File: src/rtl/timer_bank_pkg.sv
package timer_bank_pkg;
  localparam int unsigned CH_SPAN   = 20;
  localparam int unsigned OFF_LOAD  = 0;
  localparam int unsigned OFF_CUR   = 4;
  localparam int unsigned OFF_CTRL  = 8;
  localparam int unsigned OFF_ACK   = 12;
  localparam int unsigned OFF_STAT  = 16;
  localparam int unsigned BANK_MSK  = 32'hA0;
  localparam int unsigned BANK_CLR  = 32'hA4;
  localparam int unsigned BANK_RAW  = 32'hA8;

  typedef struct packed {
    logic trig;
    logic mask;
    logic reload;
    logic en;
  } ctrl_t;

  function automatic ctrl_t ctrl_unpack(input logic [4:0] w);
    ctrl_t c;
    c.en     = w[0];
    c.reload = w[1];
    c.mask   = w[2];
    c.trig   = w[4];
    return c;
  endfunction

  function automatic logic [4:0] ctrl_pack(input ctrl_t c);
    return {c.trig, 1'b0, c.mask, c.reload, c.en};
  endfunction
endpackage

File: src/rtl/timer_addr_decode.sv
module timer_addr_decode
  import timer_bank_pkg::*;
#(
  parameter int unsigned NUM_CH = 8,
  parameter int unsigned ADDR_W = 8,
  parameter int unsigned OFF_W  = 5
) (
  input  logic              psel_i,
  input  logic              penable_i,
  input  logic              pwrite_i,
  input  logic [ADDR_W-1:0] paddr_i,
  output logic              wr_o,
  output logic              rd_o,
  output logic [NUM_CH-1:0] ch_hit_o,
  output logic [OFF_W-1:0]  ch_off_o,
  output logic              bank_msk_o,
  output logic              bank_clr_o,
  output logic              bank_raw_o
);
  logic [31:0] addr_ext;
  logic        access;

  assign addr_ext = 32'(paddr_i);
  assign access   = psel_i & penable_i;
  assign wr_o     = access & pwrite_i;
  assign rd_o     = access & ~pwrite_i;

  for (genvar ch = 0; ch < NUM_CH; ch++) begin : g_hit
    localparam logic [31:0] BASE = 32'(ch * CH_SPAN);
    assign ch_hit_o[ch] = (addr_ext >= BASE) && (addr_ext < BASE + 32'(CH_SPAN));
  end

  always_comb begin
    ch_off_o = '0;
    for (int k = 0; k < NUM_CH; k++) begin
      if (ch_hit_o[k]) ch_off_o = OFF_W'(addr_ext - 32'(k * CH_SPAN));
    end
  end

  assign bank_msk_o = (addr_ext == 32'(BANK_MSK));
  assign bank_clr_o = (addr_ext == 32'(BANK_CLR));
  assign bank_raw_o = (addr_ext == 32'(BANK_RAW));
endmodule

File: src/rtl/timer_channel.sv
module timer_channel
  import timer_bank_pkg::*;
#(
  parameter int unsigned CNT_W  = 32,
  parameter int unsigned DATA_W = 32,
  parameter int unsigned OFF_W  = 5
) (
  input  logic              clk_i,
  input  logic              rst_ni,
  input  logic              sel_i,
  input  logic              wr_i,
  input  logic              rd_i,
  input  logic [OFF_W-1:0]  off_i,
  input  logic [DATA_W-1:0] wdata_i,
  input  logic              bank_clr_i,
  output logic [DATA_W-1:0] rdata_o,
  output logic              irq_o,
  output logic              raw_o
);
  ctrl_t             ctrl_q, ctrl_d;
  logic [CNT_W-1:0]  load_q, cnt_q, cnt_d;
  logic              raw_q, raw_d;
  logic              we_load, we_ctrl, rd_ack;
  logic              start, stop, run, expire;

  assign we_load = sel_i & wr_i & (off_i == OFF_W'(OFF_LOAD));
  assign we_ctrl = sel_i & wr_i & (off_i == OFF_W'(OFF_CTRL));
  assign rd_ack  = sel_i & rd_i & (off_i == OFF_W'(OFF_ACK));
  assign ctrl_d  = ctrl_unpack(wdata_i[4:0]);

  assign start  = we_ctrl & ctrl_d.en & ~ctrl_q.en;
  assign stop   = we_ctrl & ~ctrl_d.en;
  assign run    = ctrl_q.en & ~stop;
  assign expire = run & (cnt_q == '0);

  always_comb begin
    cnt_d = cnt_q;
    if (stop)                cnt_d = '0;
    else if (start)          cnt_d = ctrl_d.reload ? load_q : '1;
    else if (expire)         cnt_d = ctrl_q.reload ? load_q : '1;
    else if (run)            cnt_d = cnt_q - 1'b1;
  end

  // expiry takes priority over a same-edge clear
  always_comb begin
    raw_d = raw_q;
    if (expire)                   raw_d = 1'b1;
    else if (rd_ack | bank_clr_i) raw_d = 1'b0;
  end

  always_ff @(posedge clk_i or negedge rst_ni) begin
    if (!rst_ni) begin
      ctrl_q <= '0;
      load_q <= '0;
      cnt_q  <= '0;
      raw_q  <= 1'b0;
    end else begin
      if (we_ctrl) ctrl_q <= ctrl_d;
      if (we_load) load_q <= wdata_i[CNT_W-1:0];
      cnt_q <= cnt_d;
      raw_q <= raw_d;
    end
  end

  assign irq_o = raw_q & ~ctrl_q.mask;
  assign raw_o = raw_q;

  always_comb begin
    rdata_o = '0;
    if (sel_i) begin
      unique case (off_i)
        OFF_W'(OFF_LOAD): rdata_o = DATA_W'(load_q);
        OFF_W'(OFF_CUR):  rdata_o = DATA_W'(cnt_q);
        OFF_W'(OFF_CTRL): rdata_o = DATA_W'(ctrl_pack(ctrl_q));
        OFF_W'(OFF_ACK):  rdata_o = DATA_W'(raw_q);
        OFF_W'(OFF_STAT): rdata_o = DATA_W'(irq_o);
        default:          rdata_o = '0;
      endcase
    end
  end

  p_count_down_r3: assert property (@(posedge clk_i) disable iff (!rst_ni)
    (ctrl_q.en && !we_ctrl && cnt_q != '0) |=> cnt_q == $past(cnt_q) - 1'b1);

  p_reload_r4: assert property (@(posedge clk_i) disable iff (!rst_ni)
    (ctrl_q.en && ctrl_q.reload && !we_ctrl && cnt_q == '0) |=> (cnt_q == $past(load_q)) && raw_q);

  p_wrap_r5: assert property (@(posedge clk_i) disable iff (!rst_ni)
    (ctrl_q.en && !ctrl_q.reload && !we_ctrl && cnt_q == '0) |=> (&cnt_q) && raw_q);

  p_stop_zero_r6: assert property (@(posedge clk_i) disable iff (!rst_ni)
    (we_ctrl && !wdata_i[0]) |=> (cnt_q == '0) && !ctrl_q.en);

  p_raw_hold_r6: assert property (@(posedge clk_i) disable iff (!rst_ni)
    (!ctrl_q.en && !rd_ack && !bank_clr_i) |=> raw_q == $past(raw_q));

  p_ack_clear_r7: assert property (@(posedge clk_i) disable iff (!rst_ni)
    ((rd_ack || bank_clr_i) && !(ctrl_q.en && !we_ctrl && cnt_q == '0)) |=> !raw_q);
endmodule

File: src/rtl/timer_rdata_mux.sv
module timer_rdata_mux #(
  parameter int unsigned NUM_CH = 8,
  parameter int unsigned DATA_W = 32
) (
  input  logic [NUM_CH*DATA_W-1:0] ch_rdata_i,
  input  logic [NUM_CH-1:0]        irq_i,
  input  logic [NUM_CH-1:0]        raw_i,
  input  logic                     bank_msk_i,
  input  logic                     bank_clr_i,
  input  logic                     bank_raw_i,
  output logic [DATA_W-1:0]        rdata_o
);
  always_comb begin
    rdata_o = '0;
    for (int k = 0; k < NUM_CH; k++) rdata_o = rdata_o | ch_rdata_i[k*DATA_W +: DATA_W];
    if (bank_msk_i || bank_clr_i) rdata_o = rdata_o | DATA_W'(irq_i);
    if (bank_raw_i)               rdata_o = rdata_o | DATA_W'(raw_i);
  end
endmodule

File: src/rtl/apb_timer_bank.sv
module apb_timer_bank
  import timer_bank_pkg::*;
#(
  parameter int unsigned NUM_CH = 8,
  parameter int unsigned CNT_W  = 32,
  parameter int unsigned ADDR_W = 8,
  parameter int unsigned DATA_W = 32
) (
  input  logic              clk_i,
  input  logic              rst_ni,
  input  logic              psel_i,
  input  logic              penable_i,
  input  logic              pwrite_i,
  input  logic [ADDR_W-1:0] paddr_i,
  input  logic [DATA_W-1:0] pwdata_i,
  output logic [DATA_W-1:0] prdata_o,
  output logic              pready_o,
  output logic [NUM_CH-1:0] irq_o
);
  localparam int unsigned OFF_W = $clog2(CH_SPAN);

  logic                     wr, rd;
  logic [NUM_CH-1:0]        ch_hit, raw_vec;
  logic [OFF_W-1:0]         ch_off;
  logic                     bank_msk, bank_clr, bank_raw, clr_all;
  logic [NUM_CH*DATA_W-1:0] ch_rdata;

  timer_addr_decode #(.NUM_CH(NUM_CH), .ADDR_W(ADDR_W), .OFF_W(OFF_W)) u_dec (
    .psel_i, .penable_i, .pwrite_i, .paddr_i,
    .wr_o(wr), .rd_o(rd), .ch_hit_o(ch_hit), .ch_off_o(ch_off),
    .bank_msk_o(bank_msk), .bank_clr_o(bank_clr), .bank_raw_o(bank_raw)
  );

  assign clr_all = rd & bank_clr;

  for (genvar ch = 0; ch < NUM_CH; ch++) begin : g_ch
    timer_channel #(.CNT_W(CNT_W), .DATA_W(DATA_W), .OFF_W(OFF_W)) u_ch (
      .clk_i, .rst_ni,
      .sel_i(ch_hit[ch]), .wr_i(wr), .rd_i(rd), .off_i(ch_off),
      .wdata_i(pwdata_i), .bank_clr_i(clr_all),
      .rdata_o(ch_rdata[ch*DATA_W +: DATA_W]),
      .irq_o(irq_o[ch]), .raw_o(raw_vec[ch])
    );
  end

  timer_rdata_mux #(.NUM_CH(NUM_CH), .DATA_W(DATA_W)) u_mux (
    .ch_rdata_i(ch_rdata), .irq_i(irq_o), .raw_i(raw_vec),
    .bank_msk_i(bank_msk), .bank_clr_i(bank_clr), .bank_raw_i(bank_raw),
    .rdata_o(prdata_o)
  );

  assign pready_o = 1'b1;

  p_mask_vec_r9: assert property (@(posedge clk_i) disable iff (!rst_ni)
    (rd && bank_msk) |-> prdata_o == DATA_W'(irq_o));

  p_raw_vec_r9: assert property (@(posedge clk_i) disable iff (!rst_ni)
    (rd && bank_raw) |-> prdata_o == DATA_W'(raw_vec));

  p_unmapped_zero_r11: assert property (@(posedge clk_i) disable iff (!rst_ni)
    (rd && ch_hit == '0 && !bank_msk && !bank_clr && !bank_raw) |-> prdata_o == '0);

  p_irq_needs_raw_r8: assert property (@(posedge clk_i) disable iff (!rst_ni)
    $rose(irq_o[0]) |-> raw_vec[0]);
endmodule

File: config.mk
export PLATFORM = sky130hd
export DESIGN_NAME = apb_timer_bank
export DESIGN_NICKNAME = d
export VERILOG_FILES = /design/src/rtl/timer_bank_pkg.sv /design/src/rtl/timer_addr_decode.sv /design/src/rtl/timer_channel.sv /design/src/rtl/timer_rdata_mux.sv /design/src/rtl/apb_timer_bank.sv
export SDC_FILE = /design/constraint.sdc
export NUM_CORES = 2
export LEC_CHECK = 0
export BUFFER_PORTS_ARGS = -buffer_cell sky130_fd_sc_hd__clkbuf_2
export CELL_PAD_IN_SITES_DETAIL_PLACEMENT = 1
export CELL_PAD_IN_SITES_GLOBAL_PLACEMENT = 1
export CORE_MARGIN = 2
export CORE_UTILIZATION = 50
export CTS_CLUSTER_DIAMETER = 80
export DETAILED_ROUTE_END_ITERATION = 6
export PLACE_DENSITY_LB_ADDON = 0.1
export SLEW_MARGIN = 20
export SYNTH_ARGS = -nofsm -noshare
export SYNTH_HDL_FRONTEND = slang
export SYNTH_SLANG_ARGS = --single-unit
File: constraint.sdc
create_clock -name clk_i -period 4.9 [get_ports clk_i]
set_input_delay 0.735 -clock clk_i [delete_from_list [all_inputs] [get_ports clk_i]]
set_output_delay 0.735 -clock clk_i [all_outputs]
set_load 0.01 [all_outputs]
**Word level (Yosys, flattened, before mapping)**

Index checks and enable logic that the tools add are counted.

- Register bits: 552
- Input bits: 45
- Output and inout bits: 41
- Word-level logic and storage cells: 353

- Add/subtract/negate cells: 15
- $lt $le $gt $ge: 16
- Equal/unequal tests: 7
- Muxes and demuxes: 90
- Bitwise gates (word level): 135
- Reduce and logical (&&, ||, !) cells: 34

Operator list:

| operator | count |
|---|---|
| 32-bit 2-to-1 mux | 58 |
| 32-bit case mux with 5 select lines | 8 |
| 32-bit zero test | 8 |
| 32-bit by 1-bit subtractor with 32-bit output, second input constant | 8 |
| 32-bit OR | 7 |
| 1-bit AND | 92 |
| 32-bit by 8-bit OR with 32-bit output | 2 |
| 5-bit 2-to-1 mux | 8 |
| 4-bit nonzero test | 8 |
| 1-bit inverter | 26 |
| 8-bit == test, second input constant | 3 |
| 8-bit by 7-bit >= comparator with 1-bit output, second input constant | 3 |
| 8-bit by 7-bit < comparator with 1-bit output, second input constant | 3 |
| 5-bit subtractor, second input constant | 4 |
| 8-bit by 6-bit >= comparator with 1-bit output, second input constant | 2 |
| 8-bit by 6-bit < comparator with 1-bit output, second input constant | 2 |
| 8-bit < comparator, second input constant | 2 |
| 1-bit 2-to-1 mux | 16 |
| 2-bit nonzero test | 8 |
| 5-bit by 4-bit == test with 1-bit output, second input constant | 2 |
| 5-bit by 4-bit subtractor with 5-bit output, second input constant | 2 |
| 8-bit by 1-bit >= comparator with 1-bit output, second input constant | 1 |
| 8-bit by 5-bit >= comparator with 1-bit output, second input constant | 1 |
| 8-bit >= comparator, second input constant | 1 |
| other kinds (8) | 22 |

**Logic depth before layout (Yosys ltp)**

- Depth in word-level cells: 24
- Gate-level depth with buffers: 16
- Mapped depth without buffers: 12

**Hierarchy**

Synthesis repeated with hierarchy kept, for this count alone.

- Cells, all modules: 4118
- Area total of the unflattened synthesis: 35191.3 µm²

By module, submodules not included:

| module | instances | cells each | area an instance (µm²) | sequential area each (µm²) |
|---|---|---|---|---|
| timer_channel (g_ch[3].u_ch ...) | 5 | 508 | 4251.6 | 1726.7 |
| timer_channel (g_ch[0].u_ch ...) | 3 | 453 | 4187.8 | 1726.7 |
| timer_addr_decode | 1 | 103 | 737.0 | 0.0 |
| timer_rdata_mux | 1 | 113 | 615.6 | 0.0 |
| apb_timer_bank | 1 | 3 | 17.5 | 0.0 |

**Worst setup path before layout**

OpenSTA, ideal clock, no wires.

- Path type: input to output
- From: in paddr_i[3]
- To: out prdata_o[20]
- Data arrival time: 4051 ps
- Required time: 4165 ps
- Slack: 114 ps
- Stages: 13
- Buffers on the path: 3
- Cells stage by stage: clkbuf_1 > inv_1 > ha_1 > nor3b_1 > o2111ai_2 > nand2_1 > a211o_2 > a21o_1 > buf_2 > buf_1 > nor3_1 > a22oi_1 > o21ai_0

- Longest elaborated chain between the ends: 24
- Elaborated cells between the ends (all ways): 75
- Those cells by class: add/sub (7); order compare (16); eq/ne (7); mux (26); bitwise (9); reduce/logical (10)

Ends and longest elaborated chain:

| what | RTL line | source |
|---|---|---|
| from (decl) | apb_timer_bank.sv:14 | `input logic [ADDR_W-1:0] paddr_i,` |
| 8-bit by 1-bit >= comparator with 1-bit output or 8-bit by 5-bit < comparator with 1-bit output (tied branches) | timer_addr_decode.sv:30 | `assign ch_hit_o[ch] = (addr_ext >= BASE) && (addr_ext < BASE + 32'(CH_SPAN));` |
| 1-bit logical AND | timer_addr_decode.sv:30 |  |
| 5-bit 2-to-1 mux (8 in a row) | timer_addr_decode.sv:36 | `if (ch_hit_o[k]) ch_off_o = OFF_W'(addr_ext - 32'(k * CH_SPAN));` |
| 5-bit == test, or another cell as far along | timer_channel.sv:71 | `unique case (off_i)` |
| 32-bit case mux with 5 select lines | timer_channel.sv:71 |  |
| 32-bit 2-to-1 mux | timer_channel.sv:70 | `if (sel_i) begin` |
| 32-bit OR (7 in a row) | timer_rdata_mux.sv:15 | `for (int k = 0; k < NUM_CH; k++) rdata_o = rdata_o \| ch_rdata_i[k*DATA_W +: DATA_W];` |
| 32-bit by 8-bit OR with 32-bit output | timer_rdata_mux.sv:16 | `if (bank_msk_i \|\| bank_clr_i) rdata_o = rdata_o \| DATA_W'(irq_i);` |
| 32-bit 2-to-1 mux | timer_rdata_mux.sv:16 |  |
| 32-bit by 8-bit OR with 32-bit output | timer_rdata_mux.sv:17 | `if (bank_raw_i) rdata_o = rdata_o \| DATA_W'(raw_i);` |
| 32-bit 2-to-1 mux * | timer_rdata_mux.sv:17 |  |
| to (decl) | apb_timer_bank.sv:16 | `output logic [DATA_W-1:0] prdata_o,` |

Mark *: on every way between the ends. The rest lies on a longest branch, timed or not.

**Worst setup path after layout**

- From: in paddr_i[0]
- To: out prdata_o[0]

The elaborated chain is that of the path after synthesis.

==> results.yml <==
synth:
  ys_seq_elements: 552
  syn_avg_cell_area_um2: 9.46
  syn_nets: 3548
  async_flop_share_pct: 100
  syn_inst: 3488
  synth_area_um2: 33000
  ys_types: 106
  synth_ff_type: "dfrtp_1"
  ys_seq_area_share_pct: 41.8
  synth_edf_count: 0
  ys_warn_count: 0
floorplan:
  dieArea_um2: 68100
  ioPinCount: 86
  core_um2: 65500
  row_count: 94
  die_w_um: 261
  die_y_um: 261
  initial_core_util_pct: 50.4
run:
  maxCapViolations: 0
global_routing:
  grt_max_degree: 100
  antenna_found_initial: 4
  grt.overflow.total: 0
  grt_pass1_wl_um: 233000
  grt_use_total_pct: 47.0
  grt_pass1_vias: 33301
power:
  clkPwrFrac_pct: 27.3
  vdd_drop_max_v: 0.000433
  finalPower_mw: 19.5
  power.leakage_nw: 17.5
  sw_frac_of_total_pct: 42.1
  p_int_mw: 11.3
  switching_power_mw: 8.20
  power.density_nw_per_um2: 513
  power_frac_seq_pct: 37.2
  p_comb_share_pct: 35.6
placement:
  dp_hpwl_um: 116000
  place_congestion: 1.05
  dpl.cell_count: 4387
  portBuffers: 84
cells_and_area:
  nets: 3656
  syn_to_final_growth_pct: 15.0
  stdcell_count: 4511
  final_common_cell: "dfrtp_1"
  layout-drive-gt1-share_pct: 21.7
  layout_common_cells: "552 x dfrtp_1, 470 x nand2_1, 270 x mux2_2"
cts:
  root_buffer: "clkbuf_16"
  insertion_delay_ns: 0.63
  clkSlewWorstSetupHoldPaths_ns: 0.06
  cts_tree: "yes"
  htree_levels: 3
  cts_hold_buf: 0
  cts_inserted_buffers: 67
  cts_buffer_depth: 3
  numClockSinks: 552
critical_path:
  critical_path.most_common_cell: "buf_4"
  r2r-start: "g_ch[0].u_ch.cnt_q[0]"
  slowest_delay_ns: 0.50
  path_max_fanout: 7
  worstPathArrival_ns: 4.13
  crit_family: "compound AO/OA/AOI/OAI gates"
  reg2reg_depth: 12
  crit_buf_inv: 6
  crit_type: "in2out"
  start_kind: "primary input"
  cp_data_required_time_ns: 4.16
  critical-path-slowest-cell: "nor4b_2"
  r2r-end: "g_ch[0].u_ch.cnt_q[20]"
  end_kind: "primary output"
  reg2reg_slack_ns: 0.34
  worstPathCellList: "clkbuf_2 -> nor4b_2 -> o2bb2ai_1 -> nand2_1 -> a211o_4 -> a21o_1 -> buf_4 -> buf_4 -> a31oi_1 -> a211oi_1 -> a2111oi_2 -> buf_4 -> nand4_1 -> buf_4 -> clkbuf_2"
detailed_routing:
  routed_wl_um: 160000
  ant_nets: 0
  via_count: 33041
  wl_per_cell_um: 35.6
  drtPass1Iterations: 7
  avgViaCountPerCell: 7.32
  drc: 1
  drt_iter0_markers: 4446
min_path:
  worstHoldPathType: "in2async"
timing:
  hold_viol: 0
  period_needed_ns: 4.86
  tightest_slew_ns: 1.18
  maxSlewViolCount: 0
  slew-limit-headroom_pct: 21.0
  finClkSkew_ns: 0.0267
  fin_crit_sh_pct: 99.2
  finalSetupViolations: 0
  fmax_mhz: 206
outcome:
  violations: "DRC"
  outcome: "complete, but fails checks"
==> registers in the layout (all words and copies together), names as in the netlist <==
name              count
g_ch.u_ch.load_q    256
g_ch.u_ch.cnt_q     256
g_ch.u_ch.raw_o       8
g_ch.u_ch.ctrl_q     32
==> worst max-delay path by stage <==
stage,from,end,slack [ns],depth (start not counted)
after global placement,paddr_i[3],prdata_o[3],-0.28,16
final,paddr_i[0],prdata_o[0],0.04,15
after detailed placement,paddr_i[3],prdata_o[3],-0.42,16
after global routing,paddr_i[2],prdata_o[0],-0.03,17
after CTS,paddr_i[3],prdata_o[0],0.005,18
after floorplan,paddr_i[3],prdata_o[20],0.11,13
==> final cells by class <==
type                       count  area [µm²]
fill                        7254       27600
tap                          864        1080
clock inverter                17         250
clock buffer                 102        2050
sequential                   552       13800
antenna                        1        2.50
multi-input combinational   2621       18000
inverter                      47         176
timing repair buffer         307        2550
==> timing repair <==
action,in CTS,in global routing
setup buffers,1,3
pin swaps,1,8
setup endpoints to repair,5,14
gates resized for setup,12,27
==> per-stage QoR <==
| stage | area, µm² | TNS [ns] | hold WS, ns | utilization (%) | setup WS (ns) |
|---|---|---|---|---|---|
| after detailed placement | 35500 | -0.707 | 0.509 | 54.2 | -0.422 |
| final | 38000 | 0 | 0.132 | 57.9 | 0.0369 |
| after CTS | 37800 | 0 | 0.168 | 57.7 | 0.00533 |
| after global placement | 35500 | -0.410 | 0.492 | 54.2 | -0.281 |
| after floorplan | 33000 | 0 | 0.439 | - | 0.114 |
| after global routing | 38000 | -0.0412 | 0.185 | 57.9 | -0.0270 |
==> power by group through the flow <==
stage	clock network [mW]	registers [mW]	logic, mW
floorplan	0	6.44	4.56
global placement	0	7.12	6.24
detailed placement	0	7.22	6.58
CTS	5.31	7.15	6.68
global route	5.49	7.35	7.47
finish	5.31	7.24	6.92
==> Yosys cell counts, types with 18 or more instances <==
cell type	n	share of area, %
a21oi_1	94	1.4
a222oi_1	49	1.5
a22o_1	27	0.72
a22oi_1	120	2.7
a31oi_1	18	0.34
and2_1	23	0.44
buf_2	49	0.74
buf_4	19	0.43
clkbuf_1	171	1.9
dfrtp_1	552	42
inv_1	43	0.49
mux2_2	270	9.2
mux2i_1	44	1.3
nand2_1	472	5.4
nand2b_1	27	0.51
nand3_1	148	2.2
nand4_1	31	0.59
nor2_1	174	2.0
nor2b_1	25	0.47
nor3_1	106	1.6
nor4_1	39	0.74
o2111ai_1	44	1.2
o211ai_1	25	0.57
o21ai_0	130	2.0
o21ai_1	19	0.29
o21bai_1	25	0.57
o221ai_1	151	4.0
o22ai_1	63	1.2
or2_2	22	0.42
or3_1	47	0.89
or4_1	27	0.61
xnor2_1	49	1.3
xor2_1	93	2.5
==> worst register-to-register path: stages (launching register included) <==
cell      delay [ns]
dfrtp_1         0.48
inv_1           0.10
ha_1            0.20
nor4b_2         0.46
nand3b_1        0.45
or4_4           0.72
or3_4           0.44
or4b_4          0.56
o21a_4          0.25
a31o_4          0.26
buf_12          0.17
o221ai_1        0.24
nand2_1         0.11
==> metal layers <==
layer	track usage, %	vias up	routed length [µm]
li1	-	13390	-
met3	11.6	653	16500
met2	68.7	2164	68200
met1	59.2	16828	59800
met4	38.1	6	16000
met5	0	-	39
==> cells by family (layout without fill, tap and decap cells) <==
family | count (synthesis) | count (layout) | synth area share [%]
other | 1 | 2 | 0.0114
AND/OR/NAND/NOR | 1209 | 1209 | 17.7
multiplexers | 328 | 328 | 11.1
adder cells (fa/ha/maj) | 15 | 15 | 0.569
flip-flops | 552 | 552 | 41.8
XOR/XNOR | 142 | 142 | 3.77
AO/OA/AOI/OAI | 926 | 926 | 20.8
buffers and inverters | 315 | 473 | 4.30
Note: power is estimated with default switching activity, not from simulation.
